<file path="config.mk">
export PLATFORM = sky130hd
export DESIGN_NAME = irq_flag_ctrl
export DESIGN_NICKNAME = d
export VERILOG_FILES = /design/src/rtl/irqf_pkg.sv /design/src/rtl/irqf_edge.sv /design/src/rtl/irqf_flags.sv /design/src/rtl/irqf_gie.sv /design/src/rtl/irq_flag_ctrl.sv
export SDC_FILE = /design/constraint.sdc
export NUM_CORES = 1
export LEC_CHECK = 0
export BUFFER_PORTS_ARGS = -buffer_cell sky130_fd_sc_hd__buf_2
export CORE_ASPECT_RATIO = 1.25
export CORE_MARGIN = 1
export CORE_UTILIZATION = 40
export CTS_BUF_LIST = sky130_fd_sc_hd__clkbuf_4 sky130_fd_sc_hd__clkbuf_8 sky130_fd_sc_hd__clkbuf_16
export DETAILED_ROUTE_END_ITERATION = 10
export GPL_TIMING_DRIVEN = 1
export HOLD_SLACK_MARGIN = 0.03
export MAX_ROUTING_LAYER = met4
export PLACE_DENSITY = 0.77
export SLEW_MARGIN = 25
export SYNTH_ARGS = -nofsm -noshare
export SYNTH_HDL_FRONTEND = slang
export SYNTH_SLANG_ARGS = --single-unit
export TNS_END_PERCENT = 30
</file>
<file path="constraint.sdc">
create_clock -name clk -period 1.28 [get_ports clk]
set_clock_uncertainty 0.05 [all_clocks]
set_input_delay 0.256 -clock clk [delete_from_list [all_inputs] [get_ports clk]]
set_output_delay 0.256 -clock clk [all_outputs]
set_load 0.01 [all_outputs]
</file>
<file path="src/rtl/irqf_pkg.sv">
package irqf_pkg;

    localparam int FLAG_W   = 8;
    localparam int BIT_TMR  = 0;
    localparam int BIT_PORT = 1;
    localparam int BIT_EXT  = 2;

    localparam logic [FLAG_W-1:0] HW_BITS =
        FLAG_W'((1 << BIT_TMR) | (1 << BIT_PORT) | (1 << BIT_EXT));

    typedef enum logic {
        SEL_FLAG = 1'b0,
        SEL_MASK = 1'b1
    } regsel_e;

    typedef struct packed {
        logic ext;
        logic port;
        logic tmr;
    } hw_evt_t;

    typedef enum logic [1:0] {
        GIE_HOLD = 2'd0,
        GIE_SET  = 2'd1,
        GIE_CLR  = 2'd2
    } gie_op_e;

    function automatic logic [FLAG_W-1:0] evt_to_vec(hw_evt_t e);
        logic [FLAG_W-1:0] v;
        v           = '0;
        v[BIT_TMR]  = e.tmr;
        v[BIT_PORT] = e.port;
        v[BIT_EXT]  = e.ext;
        return v;
    endfunction

    // Clearing sources dominate setting sources.
    function automatic gie_op_e gie_decode(logic set_any, logic clr_any);
        if (clr_any)      return GIE_CLR;
        else if (set_any) return GIE_SET;
        else              return GIE_HOLD;
    endfunction

endpackage

</file>
<file path="src/rtl/irqf_edge.sv">
module irqf_edge
    import irqf_pkg::*;
#(
    parameter int NPORT = 4
) (
    input  logic             clk,
    input  logic             rst,
    input  logic             ext_pin,
    input  logic [NPORT-1:0] port_pins,
    input  logic [NPORT-1:0] port_en,
    output logic             ext_fall,
    output logic             port_chg
);
    localparam int NSIG = NPORT + 1;

    logic [NSIG-1:0] s1, s2, s3;
    logic [1:0]      warm;
    logic            armed;

    // Two synchronizing stages plus one history stage per watched line.
    always_ff @(posedge clk) begin
        if (rst) begin
            s1   <= '0;
            s2   <= '0;
            s3   <= '0;
            warm <= '0;
        end else begin
            s1 <= {ext_pin, port_pins};
            s2 <= s1;
            s3 <= s2;
            if (warm != 2'd3) warm <= warm + 2'd1;
        end
    end

    // History holds real pin data only after three edges out of reset.
    assign armed    = (warm == 2'd3);
    assign ext_fall = armed & s3[NPORT] & ~s2[NPORT];
    assign port_chg = armed & |((s2[NPORT-1:0] ^ s3[NPORT-1:0]) & port_en);

    // a single falling edge is reported for one cycle only
    a_r2_fall_single: assert property (@(posedge clk) disable iff (rst)
        ext_fall |=> !ext_fall);

endmodule

</file>
<file path="src/rtl/irqf_flags.sv">
module irqf_flags
    import irqf_pkg::*;
(
    input  logic              clk,
    input  logic              rst,
    input  logic [FLAG_W-1:0] set_vec,
    input  logic              clr_en,
    input  logic [FLAG_W-1:0] keep_bits,
    output logic [FLAG_W-1:0] flags
);
    logic [FLAG_W-1:0] kept;

    assign kept = clr_en ? (flags & keep_bits) : flags;

    always_ff @(posedge clk) begin
        if (rst) flags <= '0;
        else     flags <= (kept | set_vec) & HW_BITS;
    end

    // a bit rises only where hardware asked for it
    a_r5_no_sw_set: assert property (@(posedge clk) disable iff (rst)
        !rst |=> ((flags & ~$past(flags) & ~$past(set_vec)) == '0));

    // a requested set always lands, even against a clear
    a_r7_set_wins: assert property (@(posedge clk) disable iff (rst)
        (|set_vec) |=> ((flags & $past(set_vec)) == $past(set_vec)));

    // unimplemented flag bits stay low
    a_r5_upper_zero: assert property (@(posedge clk) disable iff (rst)
        (flags & ~HW_BITS) == '0);

endmodule

</file>
<file path="src/rtl/irqf_gie.sv">
module irqf_gie
    import irqf_pkg::*;
(
    input  logic clk,
    input  logic rst,
    input  logic ins_eni,
    input  logic ins_reti,
    input  logic ins_disi,
    input  logic irq_take,
    output logic gie
);
    gie_op_e op;

    assign op = gie_decode(ins_eni | ins_reti, ins_disi | irq_take);

    always_ff @(posedge clk) begin
        if (rst) begin
            gie <= 1'b0;
        end else begin
            case (op)
                GIE_SET:  gie <= 1'b1;
                GIE_CLR:  gie <= 1'b0;
                default:  gie <= gie;
            endcase
        end
    end

    // taking or disabling always leaves the enable low
    a_r8_clear_wins: assert property (@(posedge clk) disable iff (rst)
        (ins_disi || irq_take) |=> !gie);

    // an uncontested enable or return sets the enable
    a_r8_set: assert property (@(posedge clk) disable iff (rst)
        ((ins_eni || ins_reti) && !ins_disi && !irq_take) |=> gie);

endmodule

</file>
<file path="src/rtl/irq_flag_ctrl.sv">
module irq_flag_ctrl
    import irqf_pkg::*;
#(
    parameter int NPORT = 4
) (
    input  logic             clk,
    input  logic             rst,
    input  logic             reg_addr,
    input  logic             reg_wr,
    input  logic [7:0]       reg_wdata,
    output logic [7:0]       reg_rdata,
    input  logic             ext_pin,
    input  logic [NPORT-1:0] port_pins,
    input  logic [NPORT-1:0] port_en,
    input  logic             tmr_ovf,
    input  logic             ins_eni,
    input  logic             ins_disi,
    input  logic             ins_reti,
    input  logic             irq_take,
    output logic             irq_req,
    output logic             wake
);
    regsel_e           sel;
    hw_evt_t           evt;
    logic [FLAG_W-1:0] flags;
    logic [FLAG_W-1:0] mask_q;
    logic [FLAG_W-1:0] pending;
    logic              gie;
    logic              ext_fall;
    logic              port_chg;

    assign sel = regsel_e'(reg_addr);

    irqf_edge #(.NPORT(NPORT)) u_edge (
        .clk       (clk),
        .rst       (rst),
        .ext_pin   (ext_pin),
        .port_pins (port_pins),
        .port_en   (port_en),
        .ext_fall  (ext_fall),
        .port_chg  (port_chg)
    );

    assign evt.ext  = ext_fall;
    assign evt.port = port_chg;
    assign evt.tmr  = tmr_ovf;

    irqf_flags u_flags (
        .clk       (clk),
        .rst       (rst),
        .set_vec   (evt_to_vec(evt)),
        .clr_en    (reg_wr && sel == SEL_FLAG),
        .keep_bits (reg_wdata),
        .flags     (flags)
    );

    irqf_gie u_gie (
        .clk      (clk),
        .rst      (rst),
        .ins_eni  (ins_eni),
        .ins_reti (ins_reti),
        .ins_disi (ins_disi),
        .irq_take (irq_take),
        .gie      (gie)
    );

    always_ff @(posedge clk) begin
        if (rst)                            mask_q <= '0;
        else if (reg_wr && sel == SEL_MASK) mask_q <= reg_wdata;
    end

    assign pending   = flags & mask_q;
    assign reg_rdata = (sel == SEL_MASK) ? mask_q : pending;
    assign irq_req   = gie & (|pending);
    assign wake      = flags[BIT_PORT];

    // no request without the global enable
    a_r9_req_needs_gie: assert property (@(posedge clk) disable iff (rst)
        irq_req |-> gie);

    // wake only rises after a detected port change
    a_r10_wake_cause: assert property (@(posedge clk) disable iff (rst)
        $rose(wake) |-> $past(port_chg));

endmodule

</file>
==> results of run 1 <==
==> flip-flops by register name (all words and copies together) (netlist names) <==
register and count:
u_edge.s2 5, u_edge.warm 2, u_edge.s1 5, mask_q 8, u_gie.gie 1, u_edge.s3 5, u_flags.flags 3
==> worst register-to-register path: cells and delay by family (launching register included) <==
| kind | cells | cell delay [ns] |
|---|---|---|
| DFF | 1 | 0.31 |
| xor gates and xnor gates | 1 | 0.15 |
| AOI/OAI and AO/OA | 3 | 0.44 |
==> cell families after synthesis <==
kind of cell | count (synthesis)
xor+xnor | 5
mux | 1
flops | 29
fa+ha+maj | 1
buf+inv | 7
compound gates | 21
simple gates | 44
==> stage by stage <==
| step | utilization (%) | std cells |
|---|---|---|
| floorplan | - | 108 |
| global placement | 49.6 | 170 |
| detailed placement | 49.6 | 170 |
| CTS | 52.4 | 178 |
| global route | 52.9 | 179 |
| finish | 52.9 | 179 |
==> area by class of cell <==
class                           count  area, um2
Tap cell                           33       41.3
Clock buffer                        7       58.8
Timing Repair Buffer               37        195
Fill cell                         235       1180
Multi-Input combinational cell     72        439
Sequential cell                    29        586
Inverter                            1       3.75
==> worst min-delay path by stage <==
stage	cells after the start	to	slack [ns]
4_1_cts	2	u_gie.gie$_SDFFE_PP0P_	0.03
3_3_place_gp	1	u_edge.s2[4]$_SDFF_PP0_	0.37
2_1_floorplan	1	u_gie.gie$_SDFFE_PP0P_	0.28
5_1_grt	2	u_edge.s1[2]$_SDFF_PP0_	0.08
3_5_place_dp	2	u_gie.gie$_SDFFE_PP0P_	0.37
6_report	2	u_edge.s1[2]$_SDFF_PP0_	0.10
==> power groups by stage <==
stage | clock, uW | combinational [uW] | sequential [uW]
floorplan | 0 | 124 | 992
global placement | 0 | 165 | 995
detailed placement | 0 | 174 | 997
CTS | 579 | 177 | 976
global route | 618 | 201 | 982
finish | 557 | 177 | 976
==> cell usage in the layout (no fill, tap or decap), drive strengths merged <==
cell	synthesis	routed
nand3	8	8
o21ai	4	4
mux2i	1	1
ha	1	1
nor4	1	1
nand2	9	9
and2	5	5
a21oi	11	11
nor3	1	1
a22o	2	2
dfxtp	29	29
buf	5	35
dlygate4sd3	0	2
xor2	5	5
nor2b	16	16
inv	1	1
nand2b	1	1
nand3b	1	1
clkbuf	1	7
o21a	3	3
a222oi	1	1
nor2	2	2
==> layer usage <==
layer | vias up | part of all wire (%)
li1 | 434 | -
met1 | 367 | 42
met2 | 41 | 46
met3 | 5 | 9.6
met4 | 0 | 2.1
met5 | - | 0
==> timing repair <==
item | 4_1_cts | 5_1_grt
setup endpoints to repair | 2 | 4
pin swaps | 1 | 1
hold endpoints to repair | 1 | 1
cloned | 0 | 0
resized for setup | 2 | 2
hold buffers | 1 | 1
==> impl_results.md, run 1 <==
- Summed negative setup slack over all endpoints: -0.230 ns
- Sum of routed wire length over all layers: 1.87 mm
- Count of state elements after synthesis: 29
- Destination of the worst register-to-register timing path: u_flags.flags[1]$_SDFF_PP0_
- Clock root buffer: sky130_fd_sc_hd__clkbuf_4
- Final period demand of the worst path: between 1.5 and 2 ns
- Compound-cell area share of the yosys netlist: a little under an eighth
- RSZ-0062 raised after global routing: true
- Grt total ovfl: 0
- Xor and xnor area share after synthesis: 4.06%
- Crit path buffers/inverters: 1
- Syn_area_per_cell: roughly 10 um2
- Post-DR vias/cell: around 4.7
- Initial DRC Count: 17
- Number of design rule violations left after detail routing: 0
- Total via count in the routed design: 847
- Most common cell in the netlist: sky130_fd_sc_hd__dfxtp_1
- Final setup violating endpoints: 1
- Most frequently used flop master after synthesis: sky130_fd_sc_hd__dfxtp_1
- Buffers inserted by post-CTS timing repair: 0
- Synth Area in Simple Gates: 23.0%
- Die Y-Extent: 60.1 um
- Top Usage Layer GRT: met2
- Wire length of the first global-routing pass: between 3 and 4 mm
- # clock sinks: 29
- TritonCTS clock tree: yes
- Share of total power consumed by net switching: ~23%
- Required @ worst endpoint: ~0.97 ns
- Area enclosed by the die boundary: a little under 3000 um2
- Fraction of power consumed by the clock network: about a third
- Routing usage on met1: 15.4%
- H-tree depth: 2
- Main area contributors after synthesis: sky130_fd_sc_hd__dfxtp_1 (54%), sky130_fd_sc_hd__nor2b_1 (9.3%), sky130_fd_sc_hd__a21oi_1 (5.1%)
- Slew headroom: about two thirds
- Crit path launch type: flop
- Share of cells above drive strength 1: roughly 33%
- Endpoint of the most critical setup path: irq_req
- Cell area after placement: roughly 1200 um2
- Worst hold path type: in2reg
- Cell accounting for the most synthesized area: sky130_fd_sc_hd__dfxtp_1
- Areal power density over the cells: approximately 1300 nW/um2
- Diodes inserted: 0
- Critical path endpoint category: output port
- Global Route met2 Usage: approximately a quarter
- Worst VDD drop: approximately 0.00083 V
- Logic depth of the worst register-to-register path: 4
- P_sw: between 300 and 400 uW
- Routability congestion estimate from global placement: between 0.7 and 0.8
- Top Ports: 36
- Maximum number of pins on one net before global-route repair: 30
- Post-Route Hold Slack: approximately 0.10 ns
- Fraction of met3 tracks used by global routing: 7.38%
- Area of the mapped netlist: approximately 1100 um2
- Number of standard-cell rows in the floorplan: 20
- Total power draw: between 1500 and 2000 uW
- Top Family by Delay on Critical Path: compound AO/OA/AOI/OAI gates
- Highest Clock Rate: 0.662 GHz
- Post-synthesis cell count: between 100 and 150
- Starting density of the core: 43.1%
- Fraction of synthesized cell area taken by the top area cell type: 53.8%
- CP max FO: 3
- Register-to-register path setup slack: between 0.2 and 0.25 ns
- Synth cell count leaders: sky130_fd_sc_hd__dfxtp_1 (29), sky130_fd_sc_hd__nor2b_1 (16), sky130_fd_sc_hd__a21oi_1 (11), sky130_fd_sc_hd__nand2_1 (8), sky130_fd_sc_hd__nand3_1 (8)
- Pre-antenna DRT Iters: 4
- Critical Path Start: u_flags.flags[2]$_SDFF_PP0_
- Cell area after layout: roughly 1300 um2
- Internal power: 1320 uW
- Share of flip-flops with an asynchronous set or reset: 0%
- Violated checks: negative setup slack
- Antenna Nets Post-Route: 0
- Synth warn: 0
- Vias in the first global route: 765
- Worst flop-to-flop path startpoint: u_edge.s3[1]$_SDFF_PP0_
- Cell leakage power: a little over 0.0006 uW
- Hold path startpoint: port_pins[2]
- Maximum single-stage delay on the critical path: 0.34 ns
- Die Wd: a little under 50 um
- Result of the run: finished with violations
- Mux cell area share after synthesis: 0.928%
- Core region area: between 2000 and 3000 um2
- Fraction of the cycle the final worst path needs: 118%
- Final setup margin: -0.230 ns
- Stages on the worst setup path: 3
- Post-CTS clock slew at the launch and capture registers of the worst setup and hold paths: ~0.080 ns
- Final Slew Violations: 0
- Layout Area Growth over Synthesis: 22.7%
- Dominant combinational cell family by area after synthesis: simple AND/OR/NAND/NOR gates
- Deepest clock path buffer count: 2
- Clock Latency Late Sink: approximately 0.31 ns
- Number of antenna violations at the first check in global routing: 0
- Worst Tran Pin Value: 0.476 ns
- Critical path class: reg2out
- Worst Setup Slack post-DPL: between 0.1 and 0.15 ns
- Count of nets after finishing: roughly 170
- Seq pwr share: between 50% and 60%
- Data arrival, critical path: roughly 1.2 ns
- Syn Nets: 135
- Slowest stage cell on the critical path: sky130_fd_sc_hd__a222oi_1
- Dpl hpwl: between 1 and 1.5 mm
- Detail-routed net length per standard cell: ~10 um
- Number of max-cap violations: 0
- Part of the total power dissipated in combinational logic: 10.4%
- Post-synthesis sequential area ratio: a little over half
- Adder-cell share of the synthesized area: under 10%
- Number of enable flip-flop cells after synthesis: 0
- All-layer global routing usage: between 15 and 20%
- Number of distinct library cells after synthesis: 26
- CTS buffer count: 5
- Number of failing hold endpoints at the final stage: 0
- Count of buffers inserted at the top-level ports: 35
- Critical path cell sequence: a222oi_1 > nor2b_1 > buf_2
No activity file was read; power rests on OpenSTA's default activity.
==> run 2, diff against run 1 <==
ABC_AREA = 1   (was not set)
PLACE_DENSITY = 0.76   (was 0.77)
==> impl_results.md, run 2 <==
- Wire length of the first global-routing pass: 3.40 mm (was 3.15 mm)
- Critical path cell sequence: nand2_2 > nand3_2 > nand2_1 > inv_1 > buf_2 (was a222oi_1 > nor2b_1 > buf_2)
- Die Wd: 49.2 um (was 48.4 um)
- Synth cell count leaders: sky130_fd_sc_hd__nand2_1 (45), sky130_fd_sc_hd__dfxtp_1 (29), sky130_fd_sc_hd__inv_1 (27), sky130_fd_sc_hd__nor2_1 (21), sky130_fd_sc_hd__a21oi_1 (10) (was sky130_fd_sc_hd__dfxtp_1 (29), sky130_fd_sc_hd__nor2b_1 (16), sky130_fd_sc_hd__a21oi_1 (11), sky130_fd_sc_hd__nand2_1 (8), sky130_fd_sc_hd__nand3_1 (8))
- Post-synthesis sequential area ratio: 52.1% (was 53.8%)
- Largest register FFs: 8 (unchanged)
- Instance count along the most critical hold path: 3 (was 2)
- Summed negative setup slack over all endpoints: -0.0371 ns (was -0.230 ns)
- Number of enable flip-flop cells after synthesis: 0 (unchanged)
- Final Slew Violations: 0 (unchanged)
- Starting density of the core: 42.0% (was 43.1%)
- Maximum single-stage delay on the critical path: 0.33 ns (was 0.34 ns)
- Result of the run: finished with violations (unchanged)
- Antenna Nets Post-Route: 0 (unchanged)
- Main area contributors after synthesis: sky130_fd_sc_hd__dfxtp_1 (52%), sky130_fd_sc_hd__nand2_1 (15%), sky130_fd_sc_hd__inv_1 (9.1%) (was sky130_fd_sc_hd__dfxtp_1 (54%), sky130_fd_sc_hd__nor2b_1 (9.3%), sky130_fd_sc_hd__a21oi_1 (5.1%))
- Reg with most FFs: mask_q (unchanged)
- Worst Tran Pin Value: 0.212 ns (was 0.476 ns)
- Highest-count cells in the layout ignoring fill and taps: sky130_fd_sc_hd__nand2_1 (40), sky130_fd_sc_hd__buf_2 (35), sky130_fd_sc_hd__inv_1 (27) (was sky130_fd_sc_hd__buf_2 (35), sky130_fd_sc_hd__dfxtp_1 (25), sky130_fd_sc_hd__nor2b_1 (16))
- Clock root buffer: sky130_fd_sc_hd__clkbuf_4 (unchanged)
- Syn Nets: 178 (was 135)
- Slew headroom: 85.9% (was 68.2%)
- H-tree depth: 2 (unchanged)
- Core region area: 2650 um2 (was 2500 um2)
- Violated checks: negative setup slack (unchanged)
- Worst VDD drop: 0.000701 V (was 0.000833 V)
- Areal power density over the cells: 1200 nW/um2 (was 1290 nW/um2)
- Sum of routed wire length over all layers: 1.99 mm (was 1.87 mm)
- TritonCTS clock tree: yes (unchanged)
- Fraction of synthesized cell area taken by the top area cell type: 52.1% (was 53.8%)
- CP max FO: 2 (was 3)
- Number of standard-cell rows in the floorplan: 21 (was 20)
- Count of filler cells inserted in the layout: 272 (was 235)
- Most frequently used flop master after synthesis: sky130_fd_sc_hd__dfxtp_1 (unchanged)
- Crit path launch type: flop (unchanged)
- Post-CTS clock slew at the launch and capture registers of the worst setup and hold paths: 0.08 ns (about the same)
- Fraction of the cycle the final worst path needs: 102% (was 118%)
- Routability congestion estimate from global placement: 0.714 (was 0.745)
- Post-synthesis cell count: 151 (was 108)
- Highest Clock Rate: 0.764 GHz (was 0.662 GHz)
- Cell area after placement: 1320 um2 (was 1240 um2)
- Detail-routed net length per standard cell: 8.73 um (was 10.4 um)
- Count of nets after finishing: 221 (was 173)
- Final setup violating endpoints: 2 (was 1)
- Number of distinct library cells after synthesis: 18 (was 26)
- Vias in the first global route: 901 (was 765)
- Number of antenna violations at the first check in global routing: 0 (unchanged)
- Cell accounting for the most synthesized area: sky130_fd_sc_hd__dfxtp_1 (unchanged)
- Number of max-cap violations: 0 (unchanged)
- Dpl hpwl: 1.35 mm (was 1.34 mm)
- Area taken by flip-flops and latches: 588 um2 (was 586 um2)
- Number of design rule violations left after detail routing: 0 (unchanged)
- Count of buffers inserted at the top-level ports: 35 (unchanged)
- RSZ-0062 raised after global routing: true (unchanged)
- Post-DR vias/cell: 4.21 (was 4.73)
- Multi-input combinational cell area: 412 um2 (was 439 um2)
- Slowest stage cell on the critical path: sky130_fd_sc_hd__dfxtp_2 (was sky130_fd_sc_hd__a222oi_1)
- Data arrival, critical path: 1.00 ns (was 1.20 ns)
- Die Y-Extent: 61.0 um (was 60.1 um)
- Clock Latency Late Sink: 0.31 ns (about the same)
- Grt total ovfl: 0 (unchanged)
- Final setup margin: -0.0289 ns (was -0.230 ns)
- Area enclosed by the die boundary: 3000 um2 (was 2910 um2)
- Cell leakage power: 0.000773 uW (was 0.000606 uW)
- Initial DRC Count: 9 (was 17)
- Total via count in the routed design: 960 (was 847)
- Diodes inserted: 0 (unchanged)
- Layout Area Growth over Synthesis: 29.8% (was 22.7%)
- Top Ports: 36 (unchanged)
- Area of the mapped netlist: 1110 um2 (was 1080 um2)
- Pre-antenna DRT Iters: 4 (unchanged)
- Most common cell after layout, fill and taps aside: sky130_fd_sc_hd__nand2_1 (was sky130_fd_sc_hd__buf_2)
- Cell area after layout: 1450 um2 (was 1320 um2)
- Total power draw: 1730 uW (was 1710 uW)
- Share of cells above drive strength 1: 31.4% (was 32.9%)
- Deepest clock path buffer count: 2 (unchanged)
- Logic depth of the worst register-to-register path: 3 (was 4)
- Synth warn: 0 (unchanged)
- Critical path class: reg2out (unchanged)
- Required @ worst endpoint: 0.97 ns (about the same)
- CTS buffer count: 5 (unchanged)
- Syn_area_per_cell: 7.37 um2 (was 9.99 um2)
- Critical path endpoint category: output port (unchanged)
- Final period demand of the worst path: 1.31 ns (was 1.51 ns)
- Worst hold path type: in2reg (unchanged)
- # clock sinks: 29 (unchanged)
- Number of failing hold endpoints at the final stage: 0 (unchanged)
- Share of flip-flops with an asynchronous set or reset: 0% (unchanged)
- Count of state elements after synthesis: 29 (unchanged)
- Maximum number of pins on one net before global-route repair: 30 (unchanged)
- Most common cell in the netlist: sky130_fd_sc_hd__nand2_1 (was sky130_fd_sc_hd__dfxtp_1)
- All-layer global routing usage: 16.2% (was 15.2%)
[run 2: cell types whose count changed in the layout (fill, tap and decap cells not counted), sizes merged, moves of 5 or more]
cell	change
nor2b	-16
and2	-5
nand2	+37
inv	+27
nor2	+19
[run 2: routing by layer]
metal	GRT usage, %	vias to the layer above	routed length, um
met2	29.7	31	940
met5	-	-	0
met3	7.27	7	141
met1	13.7	388	860
li1	-	534	-
met4	8.82	0	48
[run 2: cell type report]
class                      count  share of cell area (%)
inverter                      28                    7.62
multi-input combinational     90                    28.5
timing repair buffer          40                    16.2
sequential                    29                    40.7
tap                           34                    2.94
clock buffer                   7                    4.07
[run 2: metrics by stage]
step / hold WS [ns] / worst slack, ns / util [%] / instances
floorplan: 0.284 / 0.329 / - / 151
global route: 0.0703 / -0.120 / 54.5 / 228
finish: 0.0852 / -0.0289 / 54.5 / 228
detailed placement: 0.349 / 0.272 / 49.8 / 217
global placement: 0.340 / 0.266 / 49.8 / 217
CTS: 0.0670 / -0.0428 / 54.3 / 228
[run 2: path summary, 6_finish.rpt]
path	startpoint	end	slack, ns
worst min register to register	u_edge.s1[0]$_SDFF_PP0_	u_edge.s2[0]$_SDFF_PP0_	0.36
worst max-delay path	mask_q[2]$_SDFFE_PP0P_	irq_req	-0.03
worst max register to register	u_edge.warm[0]$_SDFFE_PP0P_	u_edge.warm[0]$_SDFFE_PP0P_	0.31
worst min-delay path	ext_pin	u_edge.s1[4]$_SDFF_PP0_	0.09
[run 2: where the power goes]
group          total (uW)  internal, uW  switching, uW
combinational         195          94.3            100
sequential            978           953           25.5
clock                 556           280            276
[run 2: repair_timing]
item                                   CTS  global route
pin swaps                                2             1
resized for setup                       12             1
buffers inserted                         2             0
hold buffers                             2             0
setup endpoints to repair                1             4
endpoints found under the hold margin    1             0
[run 2: logic make-up after synthesis]
kind of cell / after synthesis / share of synthesized area (%)
buffers and inverters: 32 / 12.5
and+or+nand+nor: 73 / 26.1
AOI/OAI and AO/OA: 15 / 7.42
xor gates and xnor gates: 1 / 0.787
adders and majority gates: 1 / 1.12
DFF: 29 / 52.1
[run 2: critical path: cells and delay by family, from the launching register on]
kind / cells / cell delay (ns)
flip-flops: 1 / 0.33
buffers and inverters: 2 / 0.15
AND/OR/NAND/NOR: 3 / 0.20
==> run 3, diff against run 2 <==
BUFFER_PORTS_ARGS = not set   (was -buffer_cell sky130_fd_sc_hd__buf_2)
CAP_MARGIN = 25   (was not set)
DONT_BUFFER_PORTS = 1   (was not set)
PLACE_DENSITY = 0.65   (was 0.76)
==> impl_results.md, run 3 (same netlist as run 2, synthesis figures left out) <==
- Number of design rule violations left after detail routing: 0 (unchanged)
- Critical path endpoint category: flop (was output port)
- Largest register FFs: 8 (unchanged)
- Pre-antenna DRT Iters: 4 (unchanged)
- Maximum single-stage delay on the critical path: 0.78 ns (was 0.33 ns)
- Final setup margin: 0.0314 ns (was -0.0289 ns)
- Starting density of the core: 42.0% (unchanged)
- Vias in the first global route: 885 (was 901)
- Maximum number of pins on one net before global-route repair: 19 (was 30)
- Share of total power consumed by net switching: 25.0% (was 23.3%)
- Core region area: 2650 um2 (unchanged)
- Fraction of the cycle the final worst path needs: 97.5% (was 102%)
- Clock root buffer: sky130_fd_sc_hd__clkbuf_4 (unchanged)
- Dpl hpwl: 1.28 mm (was 1.35 mm)
- Post-CTS clock slew at the launch and capture registers of the worst setup and hold paths: 0.09 ns (was 0.08 ns)
- RSZ-0062 raised after global routing: true (unchanged)
- Summed negative setup slack over all endpoints: 0 ns (was -0.0371 ns)
- Deepest clock path buffer count: 2 (unchanged)
- Initial DRC Count: 21 (was 9)
- Final Slew Violations: 0 (unchanged)
- Worst VDD drop: 0.000891 V (was 0.000701 V)
- Routing usage on met1: 13.5% (was 13.7%)
- Number of standard-cell rows in the floorplan: 21 (unchanged)
- H-tree depth: 2 (unchanged)
- Number of antenna violations at the first check in global routing: 0 (unchanged)
- Antenna Nets Post-Route: 0 (unchanged)
- Worst Tran Pin Value: 0.654 ns (was 0.212 ns)
- Critical path cell sequence: dlygate4sd3_1 > nor4_1 (was nand2_2 > nand3_2 > nand2_1 > inv_1 > buf_2)
- Crit path buffers/inverters: 1 (was 2)
- Required @ worst endpoint: 1.44 ns (was 0.97 ns)
- Top Ports: 36 (unchanged)
- Areal power density over the cells: 1150 nW/um2 (was 1200 nW/um2)
- Top Family by Delay on Critical Path: buffers and inverters (was flip-flops)
- Area enclosed by the die boundary: 3000 um2 (unchanged)
- # clock sinks: 29 (unchanged)
- Final setup violating endpoints: 0 (was 2)
- Top Usage Layer GRT: met2 (unchanged)
- Worst hold path type: in2reg (unchanged)
- Cell leakage power: 0.000715 uW (was 0.000773 uW)
- Utilization after layout: 54.3% (was 54.5%)
- Layout Area Growth over Synthesis: 29.4% (was 29.8%)
- Highest-count cells in the layout ignoring fill and taps: sky130_fd_sc_hd__nand2_1 (41), sky130_fd_sc_hd__inv_1 (26), sky130_fd_sc_hd__dfxtp_1 (24) (was sky130_fd_sc_hd__nand2_1 (40), sky130_fd_sc_hd__buf_2 (35), sky130_fd_sc_hd__inv_1 (27))
- Most common cell after layout, fill and taps aside: sky130_fd_sc_hd__nand2_1 (unchanged)
- TritonCTS clock tree: yes (unchanged)
- Wire length of the first global-routing pass: 3.40 mm (unchanged)
- Slowest stage cell on the critical path: sky130_fd_sc_hd__dlygate4sd3_1 (was sky130_fd_sc_hd__dfxtp_2)
- Number of max-cap violations: 0 (unchanged)
- Count of buffers inserted at the top-level ports: 0 (was 35)
- Internal power: 1250 uW (was 1330 uW)
- Post-DR vias/cell: 4.60 (was 4.21)
- Crit path launch type: input port (was flop)
- Count of nets after finishing: 204 (was 221)
- Result of the run: complete, no violations (was finished with violations)
- Sum of routed wire length over all layers: 2.13 mm (was 1.99 mm)
- Reg with most FFs: mask_q (unchanged)
- Detail-routed net length per standard cell: 10.0 um (was 8.73 um)
- Worst Setup Slack post-DPL: 0.268 ns (was 0.272 ns)
- Total via count in the routed design: 975 (was 960)
- CTS buffer count: 5 (unchanged)
- Grt total ovfl: 0 (unchanged)
- Die Wd: 49.2 um (unchanged)
- Die Y-Extent: 61.0 um (unchanged)
- Fraction of power consumed by the clock network: 30.6% (was 32.2%)
- Clock Latency Late Sink: 0.32 ns (was 0.31 ns)
- P_sw: 415 uW (was 402 uW)
- Number of failing hold endpoints at the final stage: 0 (unchanged)
- All-layer global routing usage: 16.4% (was 16.2%)
- Share of cells above drive strength 1: 12.9% (was 31.4%)
- Global Route met2 Usage: 30.1% (was 29.7%)
- Part of the total power dissipated in combinational logic: 10.4% (was 11.3%)
- Critical path class: in2reg (was reg2out)
- Highest Clock Rate: 0.801 GHz (was 0.764 GHz)
- Routability congestion estimate from global placement: 0.662 (was 0.714)
- Slew headroom: 56.3% (was 85.9%)
- Fraction of met3 tracks used by global routing: 7.77% (was 7.27%)
- Seq pwr share: 58.9% (was 56.6%)
- CP max FO: 18 (was 2)
- Diodes inserted: 0 (unchanged)
- Total power draw: 1660 uW (was 1730 uW)
- Final period demand of the worst path: 1.25 ns (was 1.31 ns)
- Data arrival, critical path: 1.41 ns (was 1.00 ns)
-- run 3: cell count changes in the layout (fill, tap and decap cells not counted), sizes merged --
cell	delta
clkinvlp	+1
buf	-38
dlygate4sd3	+21
clkbuf	-2
clkinv	+2
-- run 3: final timing paths --
check,start,endpoint,depth (start not counted),slack (ns)
worst max register to register,mask_q[7]$_SDFFE_PP0P_,mask_q[7]$_SDFFE_PP0P_,3,0.10
worst min register to register,u_edge.s1[4]$_SDFF_PP0_,u_edge.s2[4]$_SDFF_PP0_,2,0.36
worst min-delay path,reg_wdata[1],u_flags.flags[1]$_SDFF_PP0_,2,0.10
worst max-delay path,rst,u_gie.gie$_SDFFE_PP0P_,2,0.03
-- run 3: area by class of cell --
class	count	area, um2
Clock buffer	5	37.5
Clock inverter	3	17.5
Fill cell	253	1210
Inverter	28	110
Multi-Input combinational cell	90	414
Sequential cell	29	589
Tap cell	34	42.5
Timing Repair Buffer	23	230
-- run 3: repair_timing --
item                                    4_1_cts  5_1_grt
hold endpoints to repair                     29        0
gates resized for setup                       6        7
pin swaps                                     0        1
setup buffers                                 0        0
endpoints found under the setup margin        1        2
hold buffers                                 23        0
-- run 3: layer usage --
metal | up-vias | part of all wire [%]
met5 | - | 0
met4 | 0 | 0.94
met3 | 2 | 6.5
met2 | 38 | 51
met1 | 434 | 41
li1 | 501 | -
-- run 3: power groups by stage --
stage	registers, uW	clock network, uW	logic [uW]
after floorplan	992	0	118
after global placement	995	0	108
after detailed placement	998	0	113
after CTS	976	543	172
after global routing	987	596	198
final	980	510	174
-- run 3: per-stage QoR --
step	hold WS [ns]	cells	area, um2
3_5_place_dp	0.275	181	1130
6_report	0.101	212	1440
3_3_place_gp	0.273	181	1130
2_1_floorplan	0.284	151	1110
4_1_cts	0.0811	212	1430
5_1_grt	0.0980	212	1440
